[config.mk]
export PLATFORM = sky130hd
export DESIGN_NAME = extint_trig
export DESIGN_NICKNAME = d
export VERILOG_FILES = /design/src/rtl/extint_trig.sv
export SDC_FILE = /design/constraint.sdc
export NUM_CORES = 1
export LEC_CHECK = 0
export BUFFER_PORTS_ARGS = -buffer_cell sky130_fd_sc_hd__buf_2
export CORE_MARGIN = 2
export CORE_UTILIZATION = 50
export DETAILED_ROUTE_END_ITERATION = 10
export PLACE_DENSITY = 0.78
export SYNTH_ARGS = -nofsm -noshare
export SYNTH_HDL_FRONTEND = slang
export SYNTH_SLANG_ARGS = --single-unit
export TNS_END_PERCENT = 1
[constraint.sdc]
create_clock -name clk -period 1.7 [get_ports clk]
set_input_delay 0.255 -clock clk [delete_from_list [all_inputs] [get_ports clk]]
set_output_delay 0.255 -clock clk [all_outputs]
set_load 0.005 [all_outputs]
[src/rtl/extint_trig.sv]
module extint_trig #(
  parameter int LINES     = 6,
  parameter int DW        = 32,
  parameter int CASC_BASE = 8,
  parameter int SYNC      = 2
) (
  input  logic             clk,
  input  logic             rst_n,
  input  logic [LINES-1:0] pins,
  input  logic             cascade_en,
  input  logic [DW-1:0]    int_src,
  input  logic             wr_en,
  input  logic [1:0]       wr_addr,
  input  logic [DW-1:0]    wr_data,
  input  logic [1:0]       rd_addr,
  output logic [DW-1:0]    rd_data,
  output logic [LINES-1:0] cpu_req,
  output logic [DW-1:0]    int_pending
);
  localparam int FW  = 8;
  localparam int FPR = DW / FW;

  logic [LINES-1:0] en_q, pol_q, lvl_q, both_q, lat_q, prev_q;
  logic [LINES-1:0] sync_q [SYNC];
  logic [DW-1:0]    imask_q, imask_d, casc_vec;
  logic [LINES-1:0] pin_s, det, ev, gated, hit, clr, lat_d;
  logic [FW-1:0]    fld [LINES];

  assign pin_s = sync_q[SYNC-1];

  for (genvar g = 0; g < LINES; g++) begin : g_line
    localparam int RI = g / FPR;
    localparam int FO = (g % FPR) * FW;
    logic rise, fall;
    assign fld[g]  = wr_data[FO +: FW];
    assign hit[g]  = wr_en && (wr_addr == 2'(RI));
    assign clr[g]  = hit[g] && fld[g][1];
    assign rise    = pin_s[g] && !prev_q[g];
    assign fall    = !pin_s[g] && prev_q[g];
    assign det[g]  = both_q[g] ? (rise || fall) : (pol_q[g] ? rise : fall);
    assign lat_d[g] = lvl_q[g] ? 1'b0 : (det[g] ? 1'b1 : (clr[g] ? 1'b0 : lat_q[g]));
    assign ev[g]   = lvl_q[g] ? (pol_q[g] ? pin_s[g] : !pin_s[g]) : lat_q[g];
    assign gated[g] = ev[g] && en_q[g];


    masked_quiet_chk: assert property (@(posedge clk) disable iff (!rst_n)
      !en_q[g] |-> !cpu_req[g] && !int_pending[CASC_BASE+g]);

    latch_hold_chk: assert property (@(posedge clk) disable iff (!rst_n)
      (lat_q[g] && !wr_en && !lvl_q[g]) |=> lat_q[g]);

    casc_mask_chk: assert property (@(posedge clk) disable iff (!rst_n)
      (hit[g] && cascade_en) |=> (imask_q[CASC_BASE+g] == en_q[g]));

    ack_reads_zero_chk: assert property (@(posedge clk) disable iff (!rst_n)
      (rd_addr == 2'(RI)) |-> !rd_data[FO+1]);
  end

  always_ff @(posedge clk or negedge rst_n) begin
    if (!rst_n) begin
      for (int s = 0; s < SYNC; s++) sync_q[s] <= '0;
      prev_q <= '0;
    end else begin
      sync_q[0] <= pins;
      for (int s = 1; s < SYNC; s++) sync_q[s] <= sync_q[s-1];
      prev_q <= pin_s;
    end
  end

  always_ff @(posedge clk or negedge rst_n) begin
    if (!rst_n) begin
      en_q <= '0; pol_q <= '0; lvl_q <= '1; both_q <= '0; lat_q <= '0;
      imask_q <= '0;
    end else begin
      lat_q   <= lat_d;
      imask_q <= imask_d;
      for (int i = 0; i < LINES; i++) begin
        if (hit[i]) begin
          en_q[i]   <= fld[i][0];
          pol_q[i]  <= fld[i][2];
          lvl_q[i]  <= fld[i][3];
          both_q[i] <= fld[i][4];
        end
      end
    end
  end

  always_comb begin
    imask_d = imask_q;
    if (wr_en && wr_addr == 2'd2) imask_d = wr_data;
    else if (cascade_en)
      for (int i = 0; i < LINES; i++)
        if (hit[i]) imask_d[CASC_BASE+i] = fld[i][0];
  end

  always_comb begin
    casc_vec = '0;
    for (int i = 0; i < LINES; i++) casc_vec[CASC_BASE+i] = cascade_en && gated[i];
  end

  assign cpu_req     = cascade_en ? '0 : gated;
  assign int_pending = (int_src | casc_vec) & imask_q;

  always_comb begin
    rd_data = '0;
    case (rd_addr)
      2'd2: rd_data = imask_q;
      2'd3: rd_data = int_pending;
      default:
        for (int i = 0; i < LINES; i++)
          if (int'(rd_addr) == i / FPR)
            rd_data[(i % FPR) * FW +: FW] =
              {2'b00, ev[i], both_q[i], lvl_q[i], pol_q[i], 1'b0, en_q[i]};
    endcase
  end


  casc_cpu_quiet_chk: assert property (@(posedge clk) disable iff (!rst_n)
    cascade_en |-> (cpu_req == '0));

  direct_mask_hold_chk: assert property (@(posedge clk) disable iff (!rst_n)
    (!cascade_en && !(wr_en && wr_addr == 2'd2)) |=> $stable(imask_q));
endmodule

==> results of run 1 <==
-- metal layers --
| layer | wire length (um) | GRT usage, % | vias up | share of wire [%] |
|---|---|---|---|---|
| li1 | - | - | 1697 | - |
| met3 | 831 | 5.717 | 12 | 7.2 |
| met2 | 5723 | 43.92 | 143 | 49 |
| met1 | 4865 | 32.47 | 1746 | 42 |
| met4 | 152 | 7.976 | 0 | 1.3 |
| met5 | 0 | 0 | - | 0 |
-- stage by stage --
step | hold WS, ns | setup TNS (ns) | instances | setup WS [ns]
floorplan | -0.04059 | 0 | 388 | 0.2723
global placement | 0.2331 | -0.005434 | 644 | -0.005434
detailed placement | 0.2349 | -0.01202 | 644 | -0.01202
CTS | 0.0005125 | -2.920 | 668 | -0.2371
global route | 0.007118 | -4.368 | 671 | -0.2974
finish | 0.01819 | -2.795 | 671 | -0.2405
-- final cells by class --
class / count / share of cell area [%]
multi-input cells: 263 / 38.77
flip-flops and latches: 80 / 34.93
repair buffers: 180 / 18.71
clock buffers: 10 / 2.385
well taps: 105 / 2.277
inverters: 27 / 1.756
clock inverters: 6 / 1.171
-- sequential cells by signal, indices dropped and copies added (netlist names) --
register / count
imask_q: 32
pol_q: 6
prev_q: 6
lat_q: 6
both_q: 6
en_q: 6
lvl_q: 6
sync_q: 6
pin_s: 6
-- final timing paths --
path / startpoint / endpoint / slack [ns] / cells after the start
min in group asynchronous: rst_n / imask_q[25] / 0.41 / 2
max: lvl_q[3] / rd_data[11] / -0.24 / 4
max reg2reg: pin_s[2] / lat_q[2] / 0.33 / 6
min: pins[2] / sync_q[8] / 0.02 / 1
min reg2reg: sync_q[6] / pin_s[0] / 0.36 / 0
max in group asynchronous: rst_n / lvl_q[2] / 0.72 / 3
-- placed cells by master, fill, tap and decap left out, types with 2 or more instances in the layout --
master	netlist	routed
buf_2	6	146
dfrtp_1	74	69
nand2_1	35	35
o21ai_0	36	33
inv_1	27	27
and2_1	27	27
mux2_4	22	26
mux2_2	29	25
buf_4	2	21
a21oi_1	17	14
nor2_1	13	13
ha_1	12	12
o211a_1	11	11
clkbuf_8	0	10
o211ai_1	9	9
dlygate4sd3_1	0	6
dfstp_2	6	6
buf_12	0	6
nor2b_1	6	5
a211oi_2	0	5
dfrtp_2	0	5
xnor2_2	0	4
a31oi_4	0	4
o22ai_1	4	4
mux2i_1	5	4
a21oi_2	0	3
o21ai_1	0	3
a221oi_2	0	3
mux2i_4	0	2
xnor2_1	6	2
nor2b_4	1	2
nand4b_1	2	2
clkinvlp_4	0	2
-- worst max-delay path, cell delays in order (launching register included) --
cell	delay, ns
dfstp_2	0.55
mux2_4	0.32
a31oi_4	0.23
a221oi_4	0.10
buf_2	0.15
-- cells by family (layout without fill, tap and decap cells) --
kind of cell | Yosys count | after routing | share of synthesized area (%)
AOI/OAI and AO/OA | 97 | 97 | 14.63
xor gates and xnor gates | 6 | 6 | 1.239
adders and majority gates | 12 | 12 | 3.539
buffers and inverters | 45 | 223 | 5.043
DFF | 80 | 80 | 47.36
muxes | 57 | 57 | 16.99
and+or+nand+nor | 91 | 91 | 11.21
-- what timing repair did --
item,CTS,global route
resized for setup,28,15
hold buffers,3,3
pin swaps,13,8
hold endpoints to repair,30,3
endpoints found under the setup margin,21,26
setup buffers,5,0
-- power by group through the flow --
stage	clock network [uW]	logic, uW	registers [uW]
after floorplan	0	833	2440
after global placement	0	1390	2480
after detailed placement	0	1430	2520
after CTS	1470	1600	2500
after global routing	1560	1790	2560
final	1450	1630	2510
==> impl_metrics.csv, run 1 <==
group,metric,value,unit
sta,fin_crit_sh,114.1,%
placed_design,dp_hpwl,8484,um
die,dieWidth,96.12,um
sta,worstMarginPinSlew,0.4519,ns
yosys,ys_ff_latch,80,
drt,drt_iter0_markers,105,
cts,cts_tree,"yes",
power_and_ir_drop,power.switching,1725,uW
cts,clockBufferDepth,2,
global_routing,grt_usage,25.71,%
outcome,violations,"setup timing",
flow_run,max_cap_viol_count,0,
drt,viasPerCell,5.362,
sta,fmax,515.3,MHz
outcome,status,"finished, violations left",
yosys,ys_types,38,
sta,rsz0062_at_grt,"yes",
power_and_ir_drop,p_comb_share,29.2,%
sta,setup-violations-final,21,
layout,multi_input_area,2237,um^2
die,ios,148,
placed_design,placed_cell_area,5245,um^2
drt,drc,0,
sta,finalClockSkew,0.003302,ns
global_routing,grt_pass1_vias,3656,
sta,setup_slack,-0.2405,ns
sta,slew_headroom,69.87,%
yosys,ys.flop_type,"dfrtp_1",
yosys,netlist.area_leader.share,43.64,%
power_and_ir_drop,switching_share,30.85,%
yosys,synthesis.area,4243,um^2
yosys,synth_most_common_cell,"dfrtp_1",
cts,cts_buffers,9,
layout,drive_gt1_share,49.65,%
die,fp.dieH,96.12,um
layout,fin_nets,651,
power_and_ir_drop,total_power,5590,uW
power_and_ir_drop,power_density,968.8,nW/um^2
yosys,synth_area_leaders,"dfrtp_1 44%, mux2_4 7.8%, mux2_2 7.7%",
setup_path,critPathLaunchType,"flip-flop",
cts,cts_max_level,3,
layout,post-route-util,70.23,%
yosys,synth_edf_count,0,
layout,seq_area,2016,um^2
setup_path,arrival,1.69,ns
drt,wl_per_cell,17.25,um
power_and_ir_drop,clkPwrFrac,25.9,%
min_path,hold_class,"in -> reg",
yosys,synth_fp_nets,478,
setup_path,critical_path_class,"reg -> out",
global_routing,grt-ovfl-total,0,
placed_design,portBuffers,147,
drt,finalWirelength,11570,um
global_routing,grt_pass1_wl,18040,um
layout,antenna_cells,0,
layout,nFillCells,615,
yosys,seq_area_frac_synth,47.36,%
layout,fin_area,5771,um^2
drt,dr.pass1.iters,4,
yosys,synthCells,388,
power_and_ir_drop,irDropWorstVdd,0.7039,mV
setup_path,endpoint_kind,"primary output",
layout,syn_to_final_growth,36.01,%
die,rows,33,
global_routing,grt_max_degree,33,
power_and_ir_drop,seqPwrFrac,44.9,%
cts,numClockSinks,80,
sta,slew_violations,0,
drt,via_count,3598,
cts,clock_latency,0.34,ns
power_and_ir_drop,p_leak,0.002985,uW
yosys,synth_top_area_cell,"dfrtp_1",
placed_design,gp_congestion,0.9054,
die,initial_core_util,51.64,%
yosys,synthTopCellsByCount,"74 x dfrtp_1, 36 x o21ai_0, 35 x nand2_1",
die,die_area,9238,um^2
yosys,syn_avg_cell_area,10.94,um^2
power_and_ir_drop,p_int,3866,uW
yosys,async_reset_ff_share,100.0,%
yosys,synth_warnings,0,
sta,finalHoldViolations,0,
die,core-area,8217,um^2
setup_path,required,1.44,ns
setup_path,worstPathMaxFanout,2,
drt,antenna_left,0,
sta,finalCriticalPeriod,1.941,ns
cts,clock-root-buffer,"clkbuf_8",
global_routing,antenna_found_initial,0,
cts,clkTransAtPathRegs,0.08,ns
Power figures use the tool's default switching activity.
==> inputs of run 2 (changes only) <==
- CTS_CLUSTER_SIZE: unset -> 10
- clock period: 1.7 -> 2.1 ns (I/O delays scaled with it)
==> run 2 against run 1 <==
The flow still finishes with violations (setup timing). Via count decreased by 2.5%. Global-route usage decreased by 2.6 points. Worst setup slack improved by 0.20 ns. Sequential cell count unchanged. Critical endpoint is now rd_data[13].
==> impl_metrics.csv, run 2 (synthesis gave the netlist of run 1 again) <==
group,metric,value,unit
outcome,status,"finished, violations left",
outcome,violations,"setup timing",
die,die_area,9238,um^2
power_and_ir_drop,p_comb_share,25.4,%
die,ios,148,
power_and_ir_drop,p_int,3256,uW
drt,via_count,3509,
sta,worstMarginPinSlew,0.6086,ns
power_and_ir_drop,power.switching,1306,uW
drt,wl_met2,5347,um
power_and_ir_drop,clkPwrFrac,30.1,%
placed_design,post-place-ws,0.1697,ns
sta,fin_crit_sh,101.9,%
drt,drc,0,
drt,viasPerCell,5.407,
global_routing,antenna_found_initial,0,
cts,cts_buffers,9,
setup_path,arrival,1.83,ns
drt,drt_iter0_markers,104,
cts,numClockSinks,80,
sta,fmax,467.1,MHz
sta,finalHoldViolations,0,
power_and_ir_drop,switching_share,28.63,%
sta,finalCriticalPeriod,2.141,ns
layout,antenna_cells,0,
die,rows,33,
drt,finalWirelength,11060,um
cts,clock_latency,0.35,ns
layout,fin_nets,629,
cts,post_cts_buffers,0,
setup_path,cpPeakStageDelay,0.59,ns
layout,final_cell_mix,"146 x buf_2, 74 x dfrtp_1, 36 x o21ai_0",
placed_design,portBuffers,147,
layout,syn_to_final_growth,28.28,%
drt,wl_per_cell,17.04,um
sta,finalClockSkew,0.007887,ns
sta,setup-violations-final,3,
power_and_ir_drop,p_leak,0.002844,uW
power_and_ir_drop,irDropWorstVdd,0.5253,mV
setup_path,critPathLaunchType,"flip-flop",
sta,setup_slack,-0.04072,ns
layout,largest_reg_flops,32,
drt,dr.max_layer_used,"met4",
setup_path,worstPathMaxFanout,6,
min_path,hold_class,"in -> reg",
drt,m1WireLength,4610,um
die,fp.dieH,96.12,um
setup_path,crit_top_cell,"a211oi_1",
setup_path,required,1.78,ns
layout,max_flop_register,"imask_q",
setup_path,cp_cell_sequence,"nor2b_1, a211oi_1, a211oi_1, a31o_1, buf_2",
layout,nFillCells,641,
sta,rsz0062_at_grt,"yes",
sta,slew_violations,0,
layout,post-route-util,66.24,%
global_routing,grt_usage,23.11,%
die,initial_core_util,51.64,%
cts,cts_tree,"yes",
cts,cts_max_level,3,
layout,final_common_cell,"buf_2",
sta,slew_headroom,59.43,%
placed_design,gp_congestion,0.8289,
setup_path,endpoint_kind,"primary output",
power_and_ir_drop,power_density,838.2,nW/um^2
flow_run,max_cap_viol_count,0,
cts,clock-root-buffer,"clkbuf_8",
die,core-area,8217,um^2
placed_design,dp_hpwl,8035,um
layout,seq_area,2009,um^2
layout,multi_input_area,2132,um^2
drt,dr.pass1.iters,4,
drt,wl_met3,892,um
setup_path,critical_path_class,"reg -> out",
cts,clockBufferDepth,2,
global_routing,grt_max_degree,45,
global_routing,grt_pass1_wl,15900,um
power_and_ir_drop,seqPwrFrac,44.5,%
cts,clkTransAtPathRegs,0.08,ns
layout,drive_gt1_share,45.22,%
setup_path,critPathSlowestCell,"dfstp_2",
die,dieWidth,96.12,um
global_routing,grt_pass1_vias,3224,
drt,antenna_left,0,
global_routing,grt-ovfl-total,0,
run 2: changes by cell type in the layout (fill, tap and decap cells not counted), moves of 5 or more:
cell	delta
dfrtp_2	-5
a211oi_2	-5
dlygate4sd3_1	-5
dfrtp_1	+5
buf_12	-6
buf_4	-10
a211oi_1	+5
run 2: path summary, 6_finish.rpt:
path	start	depth (start not counted)	slack, ns	endpoint
setup / recovery	lvl_q[1]	5	-0.04	rd_data[13]
hold / removal	pins[4]	1	0.07	sync_q[10]
setup reg to reg	pin_s[2]	5	0.80	lat_q[2]
hold reg to reg	sync_q[8]	0	0.35	pin_s[2]
max in group asynchronous	rst_n	3	0.90	lvl_q[4]
min in group asynchronous	rst_n	2	0.50	imask_q[29]
run 2: metal layers:
metal | GRT usage (%) | vias to the layer above
li1 | - | 1650
met1 | 30.09 | 1691
met2 | 38.31 | 152
met3 | 5.325 | 16
met4 | 7.262 | 0
met5 | 0 | -
run 2: timing repair:
action                                  in CTS  in global routing
hold buffers                                 1                  0
resized for setup                            4                 13
endpoints found under the setup margin       3                 11
hold endpoints to repair                    38                  0
pin swaps                                    0                  4
cloned                                       0                  0
run 2: through the flow:
stage          total power [uW]  hold WS [ns]  TNS (ns)  instance area (um^2)  std cells
3_5_place_dp               3124        0.3347         0                  5080        632
2_1_floorplan              2650       0.01941         0                  4243        388
5_1_grt                    4810       0.04157   -0.3342                  5443        649
6_report                   4562       0.06548  -0.05258                  5443        649
4_1_cts                    4513       0.06023         0                  5358        649
3_3_place_gp               3079        0.3345         0                  5080        632
run 2: layout make-up:
class | instances | share of cell area (%)
flip-flops and latches | 80 | 36.92
repair buffers | 158 | 15.13
clock buffers | 11 | 2.598
inverters | 27 | 1.862
well taps | 105 | 2.414
multi-input cells | 263 | 39.17
clock inverters | 5 | 1.908
run 2: power by group through the flow:
stage	sequential [uW]	combinational (uW)	clock, uW
finish	2030	1160	1370
global route	2060	1280	1470
CTS	2010	1110	1390
detailed placement	2040	1080	0
global placement	2020	1060	0
floorplan	1980	674	0
run 2: critical path, delay by kind of cell, from the launching register on:
kind            cells  cell delay [ns]
simple gates        1             0.08
compound gates      3             0.68
flops               1             0.59
buf+inv             1             0.13
